===== src/rtl/intc_pkg.sv =====
package intc_pkg;
  localparam int ADDR_W = 5;

  localparam logic [ADDR_W-1:0] OFS_INIT = 5'd0;
  localparam logic [ADDR_W-1:0] OFS_MASK = 5'd4;
  localparam logic [ADDR_W-1:0] OFS_CRED = 5'd8;
  localparam logic [ADDR_W-1:0] OFS_MOA  = 5'd12;
  localparam logic [ADDR_W-1:0] OFS_CUR  = 5'd16;

  localparam int BIT_UNMASK  = 16;
  localparam int BIT_TRELOAD = 17;

  typedef struct packed {
    logic init;
    logic mask;
    logic cred;
    logic moa;
  } wr_sel_t;
endpackage


===== src/rtl/intc_regs.sv =====
module intc_regs
  import intc_pkg::*;
#(
  parameter int TMR_W = 6,
  parameter int CNT_W = 15
) (
  input  logic              clk,
  input  logic              rst_n,
  input  logic              wr_en_i,
  input  logic [ADDR_W-1:0] wr_addr_i,
  input  logic [31:0]       wr_data_i,
  input  logic              send_i,
  output logic [TMR_W-1:0]  init_o,
  output logic              mask_o,
  output logic              moa_o,
  output logic              cred_wr_o,
  output logic [CNT_W-1:0]  cred_dec_o,
  output logic              unmask_o,
  output logic              treload_o
);
  wr_sel_t          sel;
  logic [TMR_W-1:0] init_q;
  logic             mask_q;
  logic             moa_q;
  logic             wr_mask;
  logic             unused_bits;

  // Ordering: a send applies first, then the software write.
  function automatic logic mask_next(input logic cur, input logic send,
                                     input logic moa, input logic wr,
                                     input logic wval, input logic unmask);
    logic m;
    m = cur;
    if (send && moa) m = 1'b1;
    if (wr)          m = wval;
    if (unmask)      m = 1'b0;
    return m;
  endfunction

  always_comb begin
    sel.init = wr_en_i && (wr_addr_i == OFS_INIT);
    sel.mask = wr_en_i && (wr_addr_i == OFS_MASK);
    sel.cred = wr_en_i && (wr_addr_i == OFS_CRED);
    sel.moa  = wr_en_i && (wr_addr_i == OFS_MOA);
  end

  assign wr_mask     = sel.mask;
  assign cred_wr_o   = sel.cred;
  assign cred_dec_o  = wr_data_i[CNT_W-1:0];
  assign unmask_o    = sel.cred && wr_data_i[BIT_UNMASK];
  assign treload_o   = sel.cred && wr_data_i[BIT_TRELOAD];
  assign unused_bits = ^wr_data_i;

  always_ff @(posedge clk) begin
    if (!rst_n) begin
      init_q <= '0;
      mask_q <= 1'b1;
      moa_q  <= 1'b0;
    end else begin
      if (sel.init) init_q <= wr_data_i[TMR_W-1:0];
      if (sel.moa)  moa_q  <= wr_data_i[0];
      mask_q <= mask_next(mask_q, send_i, moa_q, wr_mask, wr_data_i[0], unmask_o);
    end
  end

  assign init_o = init_q;
  assign mask_o = mask_q;
  assign moa_o  = moa_q;


  moa_set_chk: assert property (@(posedge clk) disable iff (!rst_n)
    (send_i && moa_q && !wr_mask && !unmask_o) |=> mask_q);


  unmask_wins_chk: assert property (@(posedge clk) disable iff (!rst_n)
    unmask_o |=> !mask_q);
endmodule


===== src/rtl/intc_timer.sv =====
module intc_timer #(
  parameter int TMR_W = 6
) (
  input  logic             clk,
  input  logic             rst_n,
  input  logic             tick_i,
  input  logic             load_i,
  input  logic [TMR_W-1:0] init_i,
  output logic [TMR_W-1:0] cur_o,
  output logic             zero_o
);
  logic [TMR_W-1:0] cur_q;

  function automatic logic [TMR_W-1:0] tmr_step(input logic [TMR_W-1:0] cur,
                                                 input logic tick, input logic load,
                                                 input logic [TMR_W-1:0] init);
    if (load)                      return init;
    else if (tick && cur != '0)    return cur - TMR_W'(1);
    else                           return cur;
  endfunction

  always_ff @(posedge clk) begin
    if (!rst_n) cur_q <= '0;
    else        cur_q <= tmr_step(cur_q, tick_i, load_i, init_i);
  end

  assign cur_o  = cur_q;
  assign zero_o = (cur_q == '0);


  load_value_chk: assert property (@(posedge clk) disable iff (!rst_n)
    load_i |=> (cur_q == $past(init_i)));


  hold_no_tick_chk: assert property (@(posedge clk) disable iff (!rst_n)
    (!load_i && !tick_i) |=> $stable(cur_q));
endmodule


===== src/rtl/intc_credit.sv =====
module intc_credit #(
  parameter int CRED_W = 16,
  parameter int CNT_W  = 15
) (
  input  logic              clk,
  input  logic              rst_n,
  input  logic              inc_i,
  input  logic              dec_en_i,
  input  logic [CNT_W-1:0]  dec_i,
  output logic [CRED_W-1:0] cnt_o,
  output logic              zero_clr_o
);
  logic [CRED_W-1:0] cnt_q;
  logic [CRED_W-1:0] cnt_nxt;

  // Send is counted before the software subtraction.
  function automatic logic [CRED_W-1:0] credit_next(input logic [CRED_W-1:0] cnt,
                                                    input logic inc, input logic dec_en,
                                                    input logic [CNT_W-1:0] dec);
    logic [CRED_W-1:0] v;
    v = cnt + CRED_W'(inc);
    if (dec_en) v = v - CRED_W'(dec);
    return v;
  endfunction

  assign cnt_nxt    = credit_next(cnt_q, inc_i, dec_en_i, dec_i);
  assign zero_clr_o = dec_en_i && (cnt_nxt == '0);

  always_ff @(posedge clk) begin
    if (!rst_n) cnt_q <= '0;
    else        cnt_q <= cnt_nxt;
  end

  assign cnt_o = cnt_q;


  send_count_chk: assert property (@(posedge clk) disable iff (!rst_n)
    (inc_i && !dec_en_i) |=> ((cnt_q - $past(cnt_q)) == CRED_W'(1)));
endmodule


===== src/rtl/intc_vector.sv =====
module intc_vector
  import intc_pkg::*;
#(
  parameter int TMR_W  = 6,
  parameter int CRED_W = 16,
  parameter int CNT_W  = 15
) (
  input  logic        clk,
  input  logic        rst_n,
  input  logic        evt_i,
  input  logic        tick_i,
  input  logic        wr_en_i,
  input  logic [4:0]  wr_addr_i,
  input  logic [31:0] wr_data_i,
  input  logic [4:0]  rd_addr_i,
  output logic [31:0] rd_data_o,
  output logic        irq_o
);
  logic [TMR_W-1:0]  coal_init;
  logic              mask_q;
  logic              moa_q;
  logic              cred_wr;
  logic [CNT_W-1:0]  cred_dec;
  logic              unmask_req;
  logic              treload_req;
  logic [TMR_W-1:0]  tmr_cur;
  logic              tmr_zero;
  logic              tmr_load;
  logic [CRED_W-1:0] cred_cnt;
  logic              cred_zero_clr;
  logic              send;
  logic              pend_q;
  logic              irq_q;

  intc_regs #(.TMR_W(TMR_W), .CNT_W(CNT_W)) u_regs (
    .clk        (clk),
    .rst_n      (rst_n),
    .wr_en_i    (wr_en_i),
    .wr_addr_i  (wr_addr_i),
    .wr_data_i  (wr_data_i),
    .send_i     (send),
    .init_o     (coal_init),
    .mask_o     (mask_q),
    .moa_o      (moa_q),
    .cred_wr_o  (cred_wr),
    .cred_dec_o (cred_dec),
    .unmask_o   (unmask_req),
    .treload_o  (treload_req)
  );

  assign send     = !mask_q && tmr_zero && (pend_q || evt_i);
  assign tmr_load = send || treload_req;

  intc_timer #(.TMR_W(TMR_W)) u_timer (
    .clk    (clk),
    .rst_n  (rst_n),
    .tick_i (tick_i),
    .load_i (tmr_load),
    .init_i (coal_init),
    .cur_o  (tmr_cur),
    .zero_o (tmr_zero)
  );

  intc_credit #(.CRED_W(CRED_W), .CNT_W(CNT_W)) u_credit (
    .clk        (clk),
    .rst_n      (rst_n),
    .inc_i      (send),
    .dec_en_i   (cred_wr),
    .dec_i      (cred_dec),
    .cnt_o      (cred_cnt),
    .zero_clr_o (cred_zero_clr)
  );

  always_ff @(posedge clk) begin
    if (!rst_n) begin
      pend_q <= 1'b0;
      irq_q  <= 1'b0;
    end else begin
      irq_q <= send;
      if (cred_zero_clr || send) pend_q <= 1'b0;
      else if (evt_i)            pend_q <= 1'b1;
    end
  end

  assign irq_o = irq_q;

  always_comb begin
    case (rd_addr_i)
      OFS_INIT: rd_data_o = 32'(coal_init);
      OFS_MASK: rd_data_o = 32'(mask_q);
      OFS_CRED: rd_data_o = 32'(cred_cnt);
      OFS_MOA:  rd_data_o = 32'(moa_q);
      OFS_CUR:  rd_data_o = 32'(tmr_cur);
      default:  rd_data_o = '0;
    endcase
  end


  mask_block_chk: assert property (@(posedge clk) disable iff (!rst_n)
    mask_q |=> !irq_o);


  timer_gate_chk: assert property (@(posedge clk) disable iff (!rst_n)
    !tmr_zero |=> !irq_o);


  credit_drop_chk: assert property (@(posedge clk) disable iff (!rst_n)
    cred_zero_clr |=> !pend_q);


  send_pulse_chk: assert property (@(posedge clk) disable iff (!rst_n)
    (evt_i && !mask_q && tmr_zero) |=> irq_o);
endmodule


===== config.mk =====
export PLATFORM = sky130hd
export DESIGN_NAME = intc_vector
export DESIGN_NICKNAME = d
export VERILOG_FILES = /design/src/rtl/intc_pkg.sv /design/src/rtl/intc_regs.sv /design/src/rtl/intc_timer.sv /design/src/rtl/intc_credit.sv /design/src/rtl/intc_vector.sv
export SDC_FILE = /design/constraint.sdc
export NUM_CORES = 1
export LEC_CHECK = 0
export BUFFER_PORTS_ARGS = -buffer_cell sky130_fd_sc_hd__buf_2
export CAP_MARGIN = 30
export CORE_ASPECT_RATIO = 0.75
export CORE_UTILIZATION = 42
export CTS_BUF_LIST = sky130_fd_sc_hd__clkbuf_4
export CTS_CLUSTER_DIAMETER = 100
export DETAILED_ROUTE_END_ITERATION = 12
export GPL_TIMING_DRIVEN = 1
export PLACE_DENSITY = 0.64
export RECOVER_POWER = 100
export SYNTH_ARGS = -nofsm -noshare
export SYNTH_HDL_FRONTEND = slang
export SYNTH_SLANG_ARGS = --single-unit

===== constraint.sdc =====
create_clock -name clk -period 5.9 [get_ports clk]
set_clock_uncertainty 0.15 [all_clocks]
set_input_delay 0.295 -clock clk [delete_from_list [all_inputs] [get_ports clk]]
set_output_delay 0.295 -clock clk [all_outputs]
set_load 0.005 [all_outputs]

==> out/qor.txt <==
status - finished clean
CP cell instances - nor3_1 > nand3b_1 > nor3_1 > ha_1 > ha_1 > and4_1 > nand2_1 > xnor2_1 > ha_1 > a21oi_1 > o21ai_0 > a2111o_1 > a32o_1 > a21oi_1 > xnor2_1 > mux2i_1 > a31oi_1
Slew HR - 17.5%
PD cells - 170 nW/µm²
Max Cap Viol - 0
min Tclk post-route - 4.76 ns
Mapped Area - 2800 µm²
Critical Path RT - 5.95 ns
I/O pin count - 80
TritonCTS clock tree - built
Die Area - 6990 µm²
initial antenna violation count - 0
critical path class - reg -> reg
Yosys cell types - 58
synthesis-to-finish area growth - 9.57%
vias in the first global route - 2,262
Post-Synth XOR/XNOR Area - 8.77%
worst setup margin - 1.14 ns
largest family of logic cells by synthesized area - simple AND/OR/NAND/NOR gates
Cells after Synth - 365
placement row count - 25
maximum vdd drop - 0.0000893 V
cell chosen for the clock root - clkbuf_4
number of flops mapped to enable cells by yosys - 0
Adder-Cell Fraction of Synth Area - 9.22%
1st-iter DRT viols - 163
hold_buf cts - 0
Avg Cell Area, Syn - 7.66 µm²
Hold Crit Depth - 3
RSZ-0062 raised after global routing - false
number of port buffers - 48
largest net degree at the start of global routing - 30
crit path DAT - 4.82 ns
endpoints failing setup - 0
Post-synth top flop - dfxtp_1
CTS buffer count - 5
post-CTS setup buffers - 0
max incr delay on CP - 0.46 ns
max frequency - 210 MHz
post-synthesis compound-gate area fraction - 17.6%
reg2reg path depth - 17
initial core utilization - 43.8%
Worst-Skew Late Latency - 0.32 ns
Final ANT Viol Nets - 0
final count of hold timing violations - 0
Synth warnings - 0
Yosys top cell area share - 22.9%
CP max FO - 6
Worst Setup End Kind - flip-flop
Slew Viols, Final - 0
drt pass-1 iters - 4
antenna diode count - 0
reg2reg setup slack - 1.14 ns
Die Y-Extent - 72.7 µm
CP max stage cell - a2111o_1
Worst-path clk slew - 0.10 ns
post-cts repair resize count - 0
first-pass GRT wire length - 10.9 mm
die width - 96.2 µm
Worst Max-Slew Pin Slew - 1.23 ns
RR Startpoint - u_timer.cur_o[2]$_SDFFE_PN0P_
number of nets in the layout - 477
CTS Sinks - 32
Hold Crit Start - wr_data_i[3]
GRT Overall Usage - 20.1%
DRC - 0
Routed WL per cell - 14.1 µm
Vias/cell - 5.43
setup TNS - 0 ns
HPWL after DPL - 5.49 mm
pre-CTS setup slack - 1.19 ns
Worst Hold End - u_regs.init_o[3]$_SDFFE_PN0P_
mux cell area share after synthesis - 4.34%
layout cells sized above 1 - 13.9%
Tcrit/Tclk final - 80.7%
startpoint types - flip-flop
GRT Residual Overflow - 0
gpl congestion - 0.828
synth top area cells - dfxtp_1 23%, ha_1 8.5%, nor2_1 6.7%, xnor2_1 5.6%, buf_4 4.3%
area leader, netlist - dfxtp_1
Simple-Gate Fraction of Synth Area - 27.3%
Worst R2R End - pend_q$_SDFFE_PP0P_
final WL - 6.95 mm
Max Buffers Root-to-Sink - 2
H-tree depth - 2
Seq/Total Area, Yosys - 22.9%
CP dominant cell by count - ha_1
Leak - 1.38 nW
worst hold path type - in -> reg
via count - 2,666
CORE AREA - 6380 µm²
Yosys reg bits - 32
ys async rst share - 0%
==> worst max-delay path by stage <==
stage	from	endpoint
2_1_floorplan	u_timer.cur_o[2]$_SDFFE_PN0P_	pend_q$_SDFFE_PP0P_
3_3_place_gp	u_timer.cur_o[2]$_SDFFE_PN0P_	pend_q$_SDFFE_PP0P_
3_5_place_dp	u_timer.cur_o[2]$_SDFFE_PN0P_	pend_q$_SDFFE_PP0P_
4_1_cts	u_timer.cur_o[2]$_SDFFE_PN0P_	pend_q$_SDFFE_PP0P_
5_1_grt	u_timer.cur_o[2]$_SDFFE_PN0P_	pend_q$_SDFFE_PP0P_
6_report	u_timer.cur_o[2]$_SDFFE_PN0P_	pend_q$_SDFFE_PP0P_
==> cells in the mapped netlist, types with 2 or more instances <==
cell	instances
nor2_1	50
dfxtp_1	32
inv_1	26
nand2_1	22
ha_1	19
nor3_1	19
xnor2_1	18
o21ai_0	17
a21oi_1	16
buf_4	16
nand3_1	15
a211oi_1	11
and2_1	11
mux2i_1	11
xor2_1	10
clkbuf_1	6
a222oi_1	5
or3_1	4
a31oi_1	3
and3_1	3
buf_2	3
nand2b_1	3
nand4_1	3
o21a_1	3
a221o_1	2
and4_1	2
nor4_1	2
o2111ai_1	2
o211ai_1	2
==> area by class of cell <==
class / count / area (µm²)
Inverter: 26 / 97.6
Tap cell: 81 / 101
Sequential cell: 32 / 641
Clock inverter: 2 / 12.5
Fill cell: 658 / 3320
Timing Repair Buffer: 50 / 244
Multi-Input combinational cell: 295 / 1930
Clock buffer: 5 / 37.5
==> where the power goes <==
group	total, W	leakage (nW)	switching, W	internal, W
Sequential	0.000247	0.259	0.0000160	0.000231
Combinational	0.000155	1.09	0.0000896	0.0000651
Clock	0.000120	0.0271	0.0000761	0.0000434
==> registers in the layout, indices dropped and copies added, names as in the netlist <==
signal and count:
u_credit.cnt_o 16, irq_o 1, pend_q 1, u_regs.mask_o 1
u_regs.moa_o 1, u_timer.cur_o 6, u_regs.init_o 6
==> placed cells by master (no fill, tap or decap), drive strengths merged, types with 16 or more instances in the layout <==
cell	synthesis	routed
o21ai	18	18
ha	19	19
dfxtp	32	32
nand2	22	22
conb	1	16
a21oi	16	16
xnor2	18	18
nor3	20	20
nor2	50	50
inv	26	26
buf	21	43
==> layer usage <==
metal	global-route usage (%)	share of wire, %	vias to the layer above
li1	-	-	1365
met1	31.3	53	1215
met2	29.1	41	84
met3	3.85	6.1	2
met4	2.49	0.23	0
met5	0	0	-
==> cells by family (layout without fill, tap and decap cells) <==
| logic type | count (synthesis) | after routing |
|---|---|---|
| flops | 32 | 32 |
| fa+ha+maj | 20 | 20 |
| compound gates | 72 | 72 |
| mux | 12 | 12 |
| simple gates | 147 | 147 |
| other cells | 1 | 16 |
| buf+inv | 53 | 83 |
| xor+xnor | 28 | 28 |
==> critical path: cells and delay by family (launching register included) <==
| kind | cells | cell delay (ns) |
|---|---|---|
| flops | 1 | 0.37 |
| fa+ha+maj | 3 | 0.90 |
| compound gates | 6 | 1.39 |
| mux | 1 | 0.22 |
| simple gates | 5 | 1.28 |
| xor+xnor | 2 | 0.33 |
==> through the flow <==
step / utilization, % / std cells / total power (W) / hold WS (ns) / instance area [µm²]
2_1_floorplan: - / 380 / 0.000370 / 0.221 / 2850
3_3_place_gp: 47.6 / 484 / 0.000402 / 0.340 / 3040
3_5_place_dp: 47.6 / 484 / 0.000405 / 0.342 / 3040
4_1_cts: 48.4 / 491 / 0.000523 / 0.0473 / 3090
5_1_grt: 48.0 / 491 / 0.000556 / 0.0611 / 3060
6_report: 48.0 / 491 / 0.000521 / 0.0729 / 3060
Note: power is estimated with default switching activity, not from simulation.
